### src/rtl/pport_pkg.sv
package pport_pkg;

  typedef enum logic [1:0] {
    PM_OFF   = 2'b00,
    PM_THRU  = 2'b01,
    PM_LOCK  = 2'b10,
    PM_PULSE = 2'b11
  } pmode_e;

  typedef struct packed {
    logic [1:0] rx_timing;
    logic       hold_en;
    logic [1:0] ext_mode;
    logic [1:0] main_mode;
    logic       dir;
  } ctrl_t;

  localparam int CTRL_W = $bits(ctrl_t);

  localparam int EV_TX  = 0;
  localparam int EV_RX  = 1;
  localparam int EV_OVR = 2;
  localparam int NEV    = 3;

  localparam logic [1:0] A_CTRL = 2'd0;
  localparam logic [1:0] A_EVT  = 2'd1;
  localparam logic [1:0] A_MASK = 2'd2;
  localparam logic [1:0] A_DATA = 2'd3;

  // Effective mode of the extension lane: 1x follows the main lane
  function automatic pmode_e ext_lane_mode(input logic [1:0] ext, input logic [1:0] main);
    return ext[1] ? pmode_e'(main) : pmode_e'(ext);
  endfunction

  function automatic logic is_handshake(input logic [1:0] m);
    return m[1];
  endfunction

endpackage

### src/rtl/pport_regs.sv
module pport_regs
  import pport_pkg::*;
#(
  parameter int DW = 16
) (
  input  logic              clk,
  input  logic              rst_n,
  input  logic              wr_en,
  input  logic [1:0]        addr,
  input  logic [DW-1:0]     wdata,
  input  logic              ctrl_wr_ok,
  input  logic [NEV-1:0]    ev_set,
  output logic [CTRL_W-1:0] ctrl_q,
  output logic [NEV-1:0]    ev_q,
  output logic [NEV-1:0]    mask_q,
  output logic              irq
);

  logic [NEV-1:0] ev_clr;

  assign ev_clr = (wr_en && addr == A_EVT) ? wdata[NEV-1:0] : '0;

  always_ff @(posedge clk) begin
    if (!rst_n) begin
      ctrl_q <= '0;
      ev_q   <= '0;
      mask_q <= '0;
    end else begin
      if (wr_en && addr == A_CTRL && ctrl_wr_ok) ctrl_q <= wdata[CTRL_W-1:0];
      if (wr_en && addr == A_MASK) mask_q <= wdata[NEV-1:0];
      ev_q <= (ev_q & ~ev_clr) | ev_set;
    end
  end

  assign irq = |(ev_q & mask_q);

endmodule

### src/rtl/pport_tx.sv
module pport_tx #(
  parameter int PULSE_CLKS = 4,
  parameter int SETUP_CLKS = 1
) (
  input  logic clk,
  input  logic rst_n,
  input  logic start,
  input  logic pulsed,
  input  logic hold_en,
  input  logic hold_i,
  input  logic ack_i,
  output logic strobe_o,
  output logic idle,
  output logic done
);

  localparam int CNT_MAX = (PULSE_CLKS > SETUP_CLKS) ? PULSE_CLKS : SETUP_CLKS;
  localparam int CW = $clog2(CNT_MAX + 1);
  localparam logic [CW-1:0] SETUP_LAST = CW'(SETUP_CLKS - 1);
  localparam logic [CW-1:0] PULSE_LAST = CW'(PULSE_CLKS - 1);

  typedef enum logic [2:0] {T_IDLE, T_SETUP, T_STRB, T_ACKLO, T_ACKWAIT} tstate_e;

  tstate_e       st;
  logic [CW-1:0] cnt;
  logic          ack_seen;
  logic          held;

  assign held = hold_en && hold_i;

  always_ff @(posedge clk) begin
    if (!rst_n) begin
      st       <= T_IDLE;
      cnt      <= '0;
      ack_seen <= 1'b0;
    end else begin
      case (st)
        T_IDLE: if (start) begin
          st       <= T_SETUP;
          cnt      <= '0;
          ack_seen <= 1'b0;
        end
        T_SETUP: begin
          if (cnt == SETUP_LAST) begin
            if (!held) begin
              st  <= T_STRB;
              cnt <= '0;
            end
          end else begin
            cnt <= cnt + 1'b1;
          end
        end
        T_STRB: begin
          if (pulsed) begin
            if (ack_i) ack_seen <= 1'b1;
            if (cnt == PULSE_LAST) st <= T_ACKWAIT;
            else cnt <= cnt + 1'b1;
          end else if (ack_i) begin
            st <= T_ACKLO;
          end
        end
        T_ACKLO:   if (!ack_i) st <= T_IDLE;
        T_ACKWAIT: if (ack_i || ack_seen) st <= T_IDLE;
        default:   st <= T_IDLE;
      endcase
    end
  end

  assign strobe_o = (st == T_STRB);
  assign idle     = (st == T_IDLE);
  assign done     = (st == T_ACKLO && !ack_i) || (st == T_ACKWAIT && (ack_i || ack_seen));

endmodule

### src/rtl/pport_rx.sv
module pport_rx #(
  parameter int DW = 16
) (
  input  logic          clk,
  input  logic          rst_n,
  input  logic          active,
  input  logic          pulsed,
  input  logic [1:0]    timing,
  input  logic          strobe_i,
  input  logic [DW-1:0] pd_i,
  input  logic          rd_take,
  output logic          ack_o,
  output logic          idle,
  output logic          cap,
  output logic          full_q,
  output logic          ovr,
  output logic          hold_req,
  output logic [DW-1:0] word_q
);

  typedef enum logic [1:0] {R_IDLE, R_ACK, R_DLY, R_PULSE} rstate_e;

  rstate_e    st;
  logic [1:0] cnt;
  logic       strobe_q;

  assign cap = active && strobe_i && !strobe_q && (st == R_IDLE);
  assign ovr = cap && full_q && !rd_take;

  always_ff @(posedge clk) begin
    if (!rst_n) begin
      st       <= R_IDLE;
      cnt      <= '0;
      strobe_q <= 1'b0;
      full_q   <= 1'b0;
      word_q   <= '0;
    end else begin
      strobe_q <= strobe_i;
      if (cap) begin
        word_q <= pd_i;
        full_q <= 1'b1;
      end else if (rd_take) begin
        full_q <= 1'b0;
      end
      case (st)
        R_IDLE: if (cap) begin
          cnt <= '0;
          if (!pulsed)            st <= R_ACK;
          else if (timing == 2'd0) st <= R_PULSE;
          else                    st <= R_DLY;
        end
        R_ACK: if (!strobe_i) st <= R_IDLE;
        R_DLY: begin
          if (cnt == timing - 2'd1) st <= R_PULSE;
          else cnt <= cnt + 2'd1;
        end
        R_PULSE: st <= R_IDLE;
        default: st <= R_IDLE;
      endcase
    end
  end

  assign ack_o    = (st == R_ACK) || (st == R_PULSE);
  assign idle     = (st == R_IDLE);
  assign hold_req = full_q || (st != R_IDLE);

endmodule

### src/rtl/pport_hs.sv
module pport_hs
  import pport_pkg::*;
#(
  parameter int DW         = 16,
  parameter int PULSE_CLKS = 4,
  parameter int SETUP_CLKS = 1
) (
  input  logic          clk,
  input  logic          rst_n,
  input  logic          wr_en,
  input  logic          rd_en,
  input  logic [1:0]    addr,
  input  logic [DW-1:0] wdata,
  output logic [DW-1:0] rdata,
  output logic          irq,
  input  logic [DW-1:0] pd_i,
  output logic [DW-1:0] pd_o,
  output logic [DW-1:0] pd_oe,
  output logic          strobe_o,
  input  logic          ack_i,
  input  logic          strobe_i,
  output logic          ack_o,
  input  logic          hold_i,
  output logic          hold_o,
  output logic          hold_oe
);

  localparam int NLANE  = 2;
  localparam int LANE_W = DW / NLANE;

  logic [CTRL_W-1:0] ctrl_q;
  logic [NEV-1:0]    ev_q, mask_q, ev_set;
  ctrl_t             cfg;
  logic              cfg_dir, cfg_hold_en, hs;
  logic [1:0]        cfg_main;
  logic              tx_idle, rx_idle, tx_done, tx_start;
  logic              rx_cap, rx_full, rx_ovr, rx_hold_req, rx_take;
  logic              ctrl_wr_ok, data_wr;
  logic [DW-1:0]     txd_q, rx_word, data_rd;

  assign cfg         = ctrl_t'(ctrl_q);
  assign cfg_dir     = cfg.dir;
  assign cfg_main    = cfg.main_mode;
  assign cfg_hold_en = cfg.hold_en;
  assign hs          = is_handshake(cfg_main);

  assign data_wr    = wr_en && addr == A_DATA;
  assign tx_start   = data_wr && cfg_dir && hs && tx_idle;
  assign rx_take    = rd_en && addr == A_DATA;
  assign ctrl_wr_ok = tx_idle && rx_idle && !rx_cap;

  always_ff @(posedge clk) begin
    if (!rst_n) txd_q <= '0;
    else if (data_wr && (!hs || tx_idle)) txd_q <= wdata;
  end

  pport_regs #(.DW(DW)) u_regs (
    .clk(clk), .rst_n(rst_n), .wr_en(wr_en), .addr(addr), .wdata(wdata),
    .ctrl_wr_ok(ctrl_wr_ok), .ev_set(ev_set), .ctrl_q(ctrl_q),
    .ev_q(ev_q), .mask_q(mask_q), .irq(irq)
  );

  pport_tx #(.PULSE_CLKS(PULSE_CLKS), .SETUP_CLKS(SETUP_CLKS)) u_tx (
    .clk(clk), .rst_n(rst_n), .start(tx_start), .pulsed(cfg_main == PM_PULSE),
    .hold_en(cfg_hold_en), .hold_i(hold_i), .ack_i(ack_i),
    .strobe_o(strobe_o), .idle(tx_idle), .done(tx_done)
  );

  pport_rx #(.DW(DW)) u_rx (
    .clk(clk), .rst_n(rst_n), .active(!cfg_dir && hs), .pulsed(cfg_main == PM_PULSE),
    .timing(cfg.rx_timing), .strobe_i(strobe_i), .pd_i(pd_i), .rd_take(rx_take),
    .ack_o(ack_o), .idle(rx_idle), .cap(rx_cap), .full_q(rx_full), .ovr(rx_ovr),
    .hold_req(rx_hold_req), .word_q(rx_word)
  );

  always_comb begin
    ev_set         = '0;
    ev_set[EV_TX]  = tx_done;
    ev_set[EV_RX]  = rx_cap;
    ev_set[EV_OVR] = rx_ovr;
  end

  for (genvar g = 0; g < NLANE; g++) begin : g_lane
    pmode_e lm;
    if (g == 0) begin : g_main
      assign lm = pmode_e'(cfg_main);
    end else begin : g_ext
      assign lm = ext_lane_mode(cfg.ext_mode, cfg_main);
    end
    assign pd_oe[g*LANE_W +: LANE_W] = {LANE_W{cfg_dir && lm != PM_OFF}};
    assign pd_o[g*LANE_W +: LANE_W]  = txd_q[g*LANE_W +: LANE_W];
    assign data_rd[g*LANE_W +: LANE_W] =
      (lm == PM_OFF)  ? '0 :
      (lm == PM_THRU) ? pd_i[g*LANE_W +: LANE_W] : rx_word[g*LANE_W +: LANE_W];
  end

  always_comb begin
    case (addr)
      A_CTRL:  rdata = DW'(ctrl_q);
      A_EVT:   rdata = DW'(ev_q);
      A_MASK:  rdata = DW'(mask_q);
      default: rdata = data_rd;
    endcase
  end

  assign hold_oe = cfg_hold_en && !cfg_dir && (cfg_main != PM_OFF);
  assign hold_o  = hold_oe && rx_hold_req;

endmodule

### config.mk
export PLATFORM = sky130hd
export DESIGN_NAME = pport_hs
export DESIGN_NICKNAME = d
export VERILOG_FILES = /design/src/rtl/pport_pkg.sv /design/src/rtl/pport_regs.sv /design/src/rtl/pport_tx.sv /design/src/rtl/pport_rx.sv /design/src/rtl/pport_hs.sv
export SDC_FILE = /design/constraint.sdc
export NUM_CORES = 1
export LEC_CHECK = 0
export ABC_CLOCK_PERIOD_IN_PS = 4700
export BUFFER_PORTS_ARGS = -buffer_cell sky130_fd_sc_hd__buf_2
export CAP_MARGIN = 20
export CORE_MARGIN = 2
export CORE_UTILIZATION = 50
export CTS_CLUSTER_SIZE = 12
export DETAILED_ROUTE_END_ITERATION = 8
export PLACE_DENSITY = 0.81
export SLEW_MARGIN = 20
export SYNTH_ARGS = -nofsm -noshare
export SYNTH_HDL_FRONTEND = slang
export SYNTH_SLANG_ARGS = --single-unit
### constraint.sdc
create_clock -name clk -period 4.7 [get_ports clk]
set_input_delay 0.94 -clock clk [delete_from_list [all_inputs] [get_ports clk]]
set_output_delay 0.94 -clock clk [all_outputs]
set_load 0.005 [all_outputs]
==> impl_metrics.tcl, run 1 <==
set metrics [dict create \
    leakagePower_nw 1.548 \
    initial_core_util 0.5115 \
    ys_ff_latch 59 \
    finalPower_mw 1.282 \
    die_area_um2 6620 \
    nets 504 \
    final_cells 539 \
    worstSetupStartpointType "flip-flop" \
    antenna_found_initial 0 \
    grt_pass1_vias 2665 \
    synth_area_um2 2993 \
    worstSetupEndpointType "output port" \
    peakVddDrop_mv 0.2216 \
    regArea_um2 1181 \
    cts_resized 0 \
    viasPerCell 5.473 \
    synth_edf_count 0 \
    tightest_slew_ns 0.9192 \
    io_buffer_count 93 \
    required_ns 3.76 \
    place.gp.congestion 0.8794 \
    yosysMostFrequentCell "nand2_1" \
    ys.flop_type "dfxtp_1" \
    slew_viol_final 0 \
    timing_hold_violations_final 0 \
    worstPathMaxFanout 28 \
    clk_pin_slew_ns 0.07 \
    maxCapViolCount 0 \
    yosysWarnings 0 \
    drive_above_1_share 0.2543 \
    vias 2950 \
    fin_worst_skew_ns 0.004460 \
    wl_um 7453 \
    clock_path_buffers 2 \
    insertedDiodeCount 0 \
    first_pass_iters 4 \
    cp_cell_sequence "nand3b_1 > o21ai_1 > a22oi_1 > nor2_1 > buf_2" \
    hold_class "reg2reg" \
    coreArea_um2 5851 \
    clkLatencyLatePin_ns 0.33 \
    synth_common_cells "88 x nand2_1, 59 x dfxtp_1, 51 x a21oi_1" \
    grt_use_total 0.2298 \
    multiInputGateArea_um2 1553 \
    grt_max_degree 52 \
    num_io_pins 94 \
    ys_types 48 \
    cts_tree "done" \
    critPathTopFamily "flip-flops" \
    cts_root_buf "clkbuf_8" \
    synth_nets 439 \
    row_count 28 \
    rsz0062_at_grt "no" \
    slew_headroom 0.3863 \
    synth_cells 394 \
    finalSetupViolCount 0 \
    final_area_um2 3565 \
    drtIter0Drc 179 \
    slowest_delay_ns 0.92 \
    critical_path_buf_inv_count 1 \
    drc_errors 0 \
    fill_cells 538 \
    fp.dieH_um 81.37 \
    async_flop_share 0 \
    ant_nets 0 \
    syn_to_final_growth_pct 19.11 \
    clock_sinks 59 \
    die_w_um 81.37 \
    place_area_um2 3332 \
    power_density_nw_per_um2 359.6 \
    layout_setup_ws_ns 1.608 \
    status "complete, no violations" \
    postCtsSetupBuffers 0 \
    htreeDepth 3 \
    cts-buffers-inserted 9 \
    synth_top_area_cell "dfxtp_1" \
    period_needed_ns 3.092 \
    setup_tns_ns 0 \
    grt_pass1_wl_um 11820 \
    dp_slack_ns 1.798 \
    overflow 0 \
    dp_cells 523 \
    cp.arrival_ns 2.15 \
    fin_crit_sh 0.6578 \
    crit_path_top_delay_cell "dfxtp_1" \
    fin_hold_ws_ns 0.4551 \
    dp_hpwl_um 5151 \
    fmax_ghz 0.3235 \
    synth_seq_area_share 0.3946 \
    avgSynthCellArea_um2 7.596 \
    hold_buffers 0 \
    synth_top_area_frac 0.3946 \
    synth_area_leaders "dfxtp_1 39%, nand2_1 11%, a21oi_1 8.5%, nor2_1 4.6%, mux2i_1 3.7%" \
    avgRoutedWirePerCell_um 13.83 \
    post-route-util 0.6093 \
    path_class "reg2out" \
]
## per-layer routing
| metal | routed length (µm) | track usage | part of all wire | up-vias |
|---|---|---|---|---|
| met4 | 114 | 0.1051 | 0.015 | 0 |
| met5 | 0 | 0 | 0 | - |
| met3 | 454 | 0.04889 | 0.061 | 15 |
| met2 | 3513 | 0.3680 | 0.47 | 102 |
| li1 | - | - | - | 1465 |
| met1 | 3370 | 0.2956 | 0.45 | 1368 |
## area by class of cell
cell class | instances | share of cell area
clock buffers | 10 | 0.03861
clock inverters | 6 | 0.02492
inverters | 10 | 0.01053
multi-input cells | 285 | 0.4356
flip-flops and latches | 59 | 0.3313
well taps | 75 | 0.02633
repair buffers | 94 | 0.1327
## cell usage in the layout, fill, tap and decap left out, types with 2 or more instances in the layout
cell type,instances
a21oi_1,51
a22oi_1,8
a31oi_1,3
and2_1,5
buf_2,93
bufinv_16,2
clkbuf_8,10
clkinvlp_4,2
dfxtp_1,59
ha_1,4
inv_1,9
mux2_2,3
mux2i_1,11
nand2_1,88
nand2b_1,3
nand3_1,10
nand3b_1,6
nand4_1,2
nand4b_1,2
nand4bb_1,2
nor2_1,37
nor2b_1,5
nor3_1,4
nor3b_1,2
o211ai_1,2
o21ai_0,10
o22ai_1,3
o31ai_1,3
or3_1,3
xnor2_1,2
## power breakdown
part           internal, mW  switching [mW]
registers             0.522          0.0416
clock network         0.313           0.207
logic                0.0880           0.111
total                 0.923           0.359
## logic make-up (layout without fill, tap and decap cells)
kind of cell	Yosys count	after routing	share of synthesized area
and+or+nand+nor	172	172	0.2605
AOI/OAI and AO/OA	93	93	0.1856
DFF	59	59	0.3946
buffers and inverters	50	120	0.08862
muxes	14	14	0.04808
adders and majority gates	4	4	0.01672
xor gates and xnor gates	2	2	0.005854
## path summary, 6_finish.rpt
kind                                 start                       end  slack [ns]  depth (start not counted)
max          u_regs.ctrl_q[2]$_SDFFE_PN0P_                 rdata[15]        1.61                          5
min                  pd_o[13]$_SDFFE_PN0P_     pd_o[13]$_SDFFE_PN0P_        0.46                          2
max reg2reg  u_regs.ctrl_q[2]$_SDFFE_PN0P_  u_rx.cnt[0]$_SDFFE_PN0P_        2.08                          5
min reg2reg          pd_o[13]$_SDFFE_PN0P_     pd_o[13]$_SDFFE_PN0P_        0.46                          2
## registers in the layout (all words and copies together), names as in the netlist
name,count
pd_o,16
u_regs.ctrl_q,8
u_regs.ev_q,3
u_regs.mask_q,3
u_rx.cnt,2
u_rx.full_q,1
u_rx.st,2
u_rx.strobe_q,1
u_rx.word_q,16
u_tx.ack_seen,1
u_tx.cnt,3
u_tx.st,3
## worst reg2reg max path: stages (launching register included)
cell       delay (ns)
dfxtp_1          0.92
nand4bb_1        0.32
or3_1            0.68
and2_1           0.32
a21oi_1          0.18
nor2_1           0.07
Note: power is estimated with default switching activity, not from simulation.
==> run 2, diff against run 1 <==
--- a/config.mk
+++ b/config.mk
@@ -5,14 +5,14 @@
 export SDC_FILE = /design/constraint.sdc
 export NUM_CORES = 1
 export LEC_CHECK = 0
-export ABC_CLOCK_PERIOD_IN_PS = 4700
+export ABC_CLOCK_PERIOD_IN_PS = 2700
 export BUFFER_PORTS_ARGS = -buffer_cell sky130_fd_sc_hd__buf_2
 export CAP_MARGIN = 20
 export CORE_MARGIN = 2
-export CORE_UTILIZATION = 50
+export CORE_UTILIZATION = 46
 export CTS_CLUSTER_SIZE = 12
 export DETAILED_ROUTE_END_ITERATION = 8
-export PLACE_DENSITY = 0.81
+export PLACE_DENSITY = 0.79
 export SLEW_MARGIN = 20
 export SYNTH_ARGS = -nofsm -noshare
 export SYNTH_HDL_FRONTEND = slang
==> constraint.sdc (replaced) <==
create_clock -name clk -period 2.7 [get_ports clk]
set_input_delay 0.54 -clock clk [delete_from_list [all_inputs] [get_ports clk]]
set_output_delay 0.54 -clock clk [all_outputs]
set_load 0.005 [all_outputs]
==> run 2 against run 1 <==
Sequential share of layout area is 0.14 points lower; non-clock buffer count up 4; first-iteration DRC count up 26%; register-to-register slack got worse by 1.3 ns.
==> impl_metrics.tcl, run 2 (same netlist as run 1, synthesis figures left out) <==
set metrics [dict create \
    place.gp.congestion 0.8750 \
    hold_class "in2reg" \
    insertedDiodeCount 0 \
    switching_share 0.2742 \
    finalSetupViolCount 0 \
    clock_path_buffers 2 \
    clkLatencyLatePin_ns 0.33 \
    crit_cells 5 \
    worstPathMaxFanout 15 \
    grt_pass1_vias 2695 \
    drtIter0Drc 225 \
    place_area_um2 3364 \
    first_pass_iters 4 \
    power_density_nw_per_um2 616.3 \
    setup_tns_ns 0 \
    required_ns 2.16 \
    hold_buffers 0 \
    cts_tree "done" \
    fp.dieH_um 84.66 \
    fin_crit_sh 0.8830 \
    grt_use_total 0.2164 \
    slew_viol_final 0 \
    tightest_slew_ns 0.7484 \
    grt_max_degree 52 \
    initial_core_util 0.4740 \
    p_int_mw 1.601 \
    coreArea_um2 6314 \
    whs_path_depth 3 \
    avgRoutedWirePerCell_um 13.87 \
    wl_um 7546 \
    cp_cell_sequence "nand3b_1 > o21ai_1 > a22oi_1 > nor2_1 > buf_2" \
    rsz0062_at_grt "no" \
    leakagePower_nw 1.573 \
    grt_pass1_wl_um 12520 \
    path_class "reg2out" \
    worstSetupEndpointType "output port" \
    reg2reg_depth 6 \
    htreeDepth 3 \
    syn_to_final_growth_pct 19.61 \
    slew_headroom 0.5011 \
    dp_cells 529 \
    row_count 29 \
    num_io_pins 94 \
    clkPwrFrac 0.397 \
    drive_above_1_share 0.2591 \
    die_w_um 84.66 \
    mostFrequentLayoutCell "buf_2" \
    antenna_found_initial 0 \
    cp.arrival_ns 1.84 \
    fin_worst_skew_ns 0.005563 \
    cts_resized 0 \
    period_needed_ns 2.384 \
    ant_nets 0 \
    slowest_delay_ns 0.64 \
    final_cell_mix "93 x buf_2, 88 x nand2_1, 59 x dfxtp_1" \
    overflow 0 \
    combPwrFrac 0.161 \
    dp_hpwl_um 5424 \
    critical_path_buf_inv_count 1 \
    viasPerCell 5.384 \
    drc_errors 0 \
    cts_root_buf "clkbuf_8" \
    clk_pin_slew_ns 0.06 \
    die_area_um2 7167 \
    maxCapViolCount 0 \
    p_sw_uw 604.9 \
    io_buffer_count 93 \
    clock_sinks 59 \
    cts-buffers-inserted 9 \
    crit_path_top_delay_cell "dfxtp_1" \
    vias 2929 \
    peakVddDrop_mv 0.3733 \
    fin_hold_ws_ns 0.4372 \
    nets 508 \
    worstSetupStartpointType "flip-flop" \
    postCtsSetupBuffers 0 \
    status "complete, no violations" \
    final_cells 544 \
    timing_hold_violations_final 0 \
    seq_power_share 0.442 \
    critPathTopFamily "flip-flops" \
    final_area_um2 3580 \
    finalPower_mw 2.206 \
    fmax_ghz 0.4195 \
]
[run 2: layer usage]
| metal | up-vias | GRT usage | share of wire |
|---|---|---|---|
| li1 | 1467 | - | - |
| met4 | 0 | 0.09235 | 0.020 |
| met5 | - | 0 | 0 |
| met1 | 1331 | 0.2781 | 0.43 |
| met3 | 16 | 0.04425 | 0.074 |
| met2 | 115 | 0.3529 | 0.48 |
[run 2: path summary, 6_finish.rpt]
path	end	slack (ns)	from
worst max-delay path	rdata[15]	0.32	u_regs.ctrl_q[2]$_SDFFE_PN0P_
worst min-delay path	pd_o[8]$_SDFFE_PN0P_	0.44	wdata[8]
worst max register to register	u_rx.cnt[0]$_SDFFE_PN0P_	0.74	u_regs.ctrl_q[2]$_SDFFE_PN0P_
worst min register to register	pd_o[2]$_SDFFE_PN0P_	0.45	pd_o[2]$_SDFFE_PN0P_
[run 2: layout make-up]
| type | instances | area (µm²) |
|---|---|---|
| multi-input cells | 285 | 1546 |
| fillers | 593 | 2734 |
| clock buffers | 10 | 137.6 |
| well taps | 77 | 96.34 |
| flip-flops and latches | 59 | 1181 |
| inverters | 10 | 37.54 |
| repair buffers | 98 | 503.0 |
| clock inverters | 5 | 77.57 |
[run 2: through the flow]
stage	util	setup WS [ns]
4_1_cts	0.5670	0.2990
5_1_grt	0.5670	0.1481
6_report	0.5670	0.3159
3_5_place_dp	0.5329	0.5790
3_3_place_gp	0.5329	0.6214
2_1_floorplan	-	0.8113
[run 2: worst reg2reg max path, stage by stage, from the launching register on]
cell and delay, ns:
dfxtp_1 0.64, nand4bb_1 0.24, or3_1 0.36, buf_4 0.21, and2_1 0.20, a21oi_1 0.14
nor2_1 0.05
[run 2: power by group through the flow]
stage / registers, mW / logic, mW / clock network [mW]
CTS: 0.974 / 0.354 / 0.888
global route: 0.982 / 0.397 / 0.933
finish: 0.975 / 0.354 / 0.877
floorplan: 0.952 / 0.277 / 0
global placement: 0.990 / 0.343 / 0
detailed placement: 0.992 / 0.352 / 0
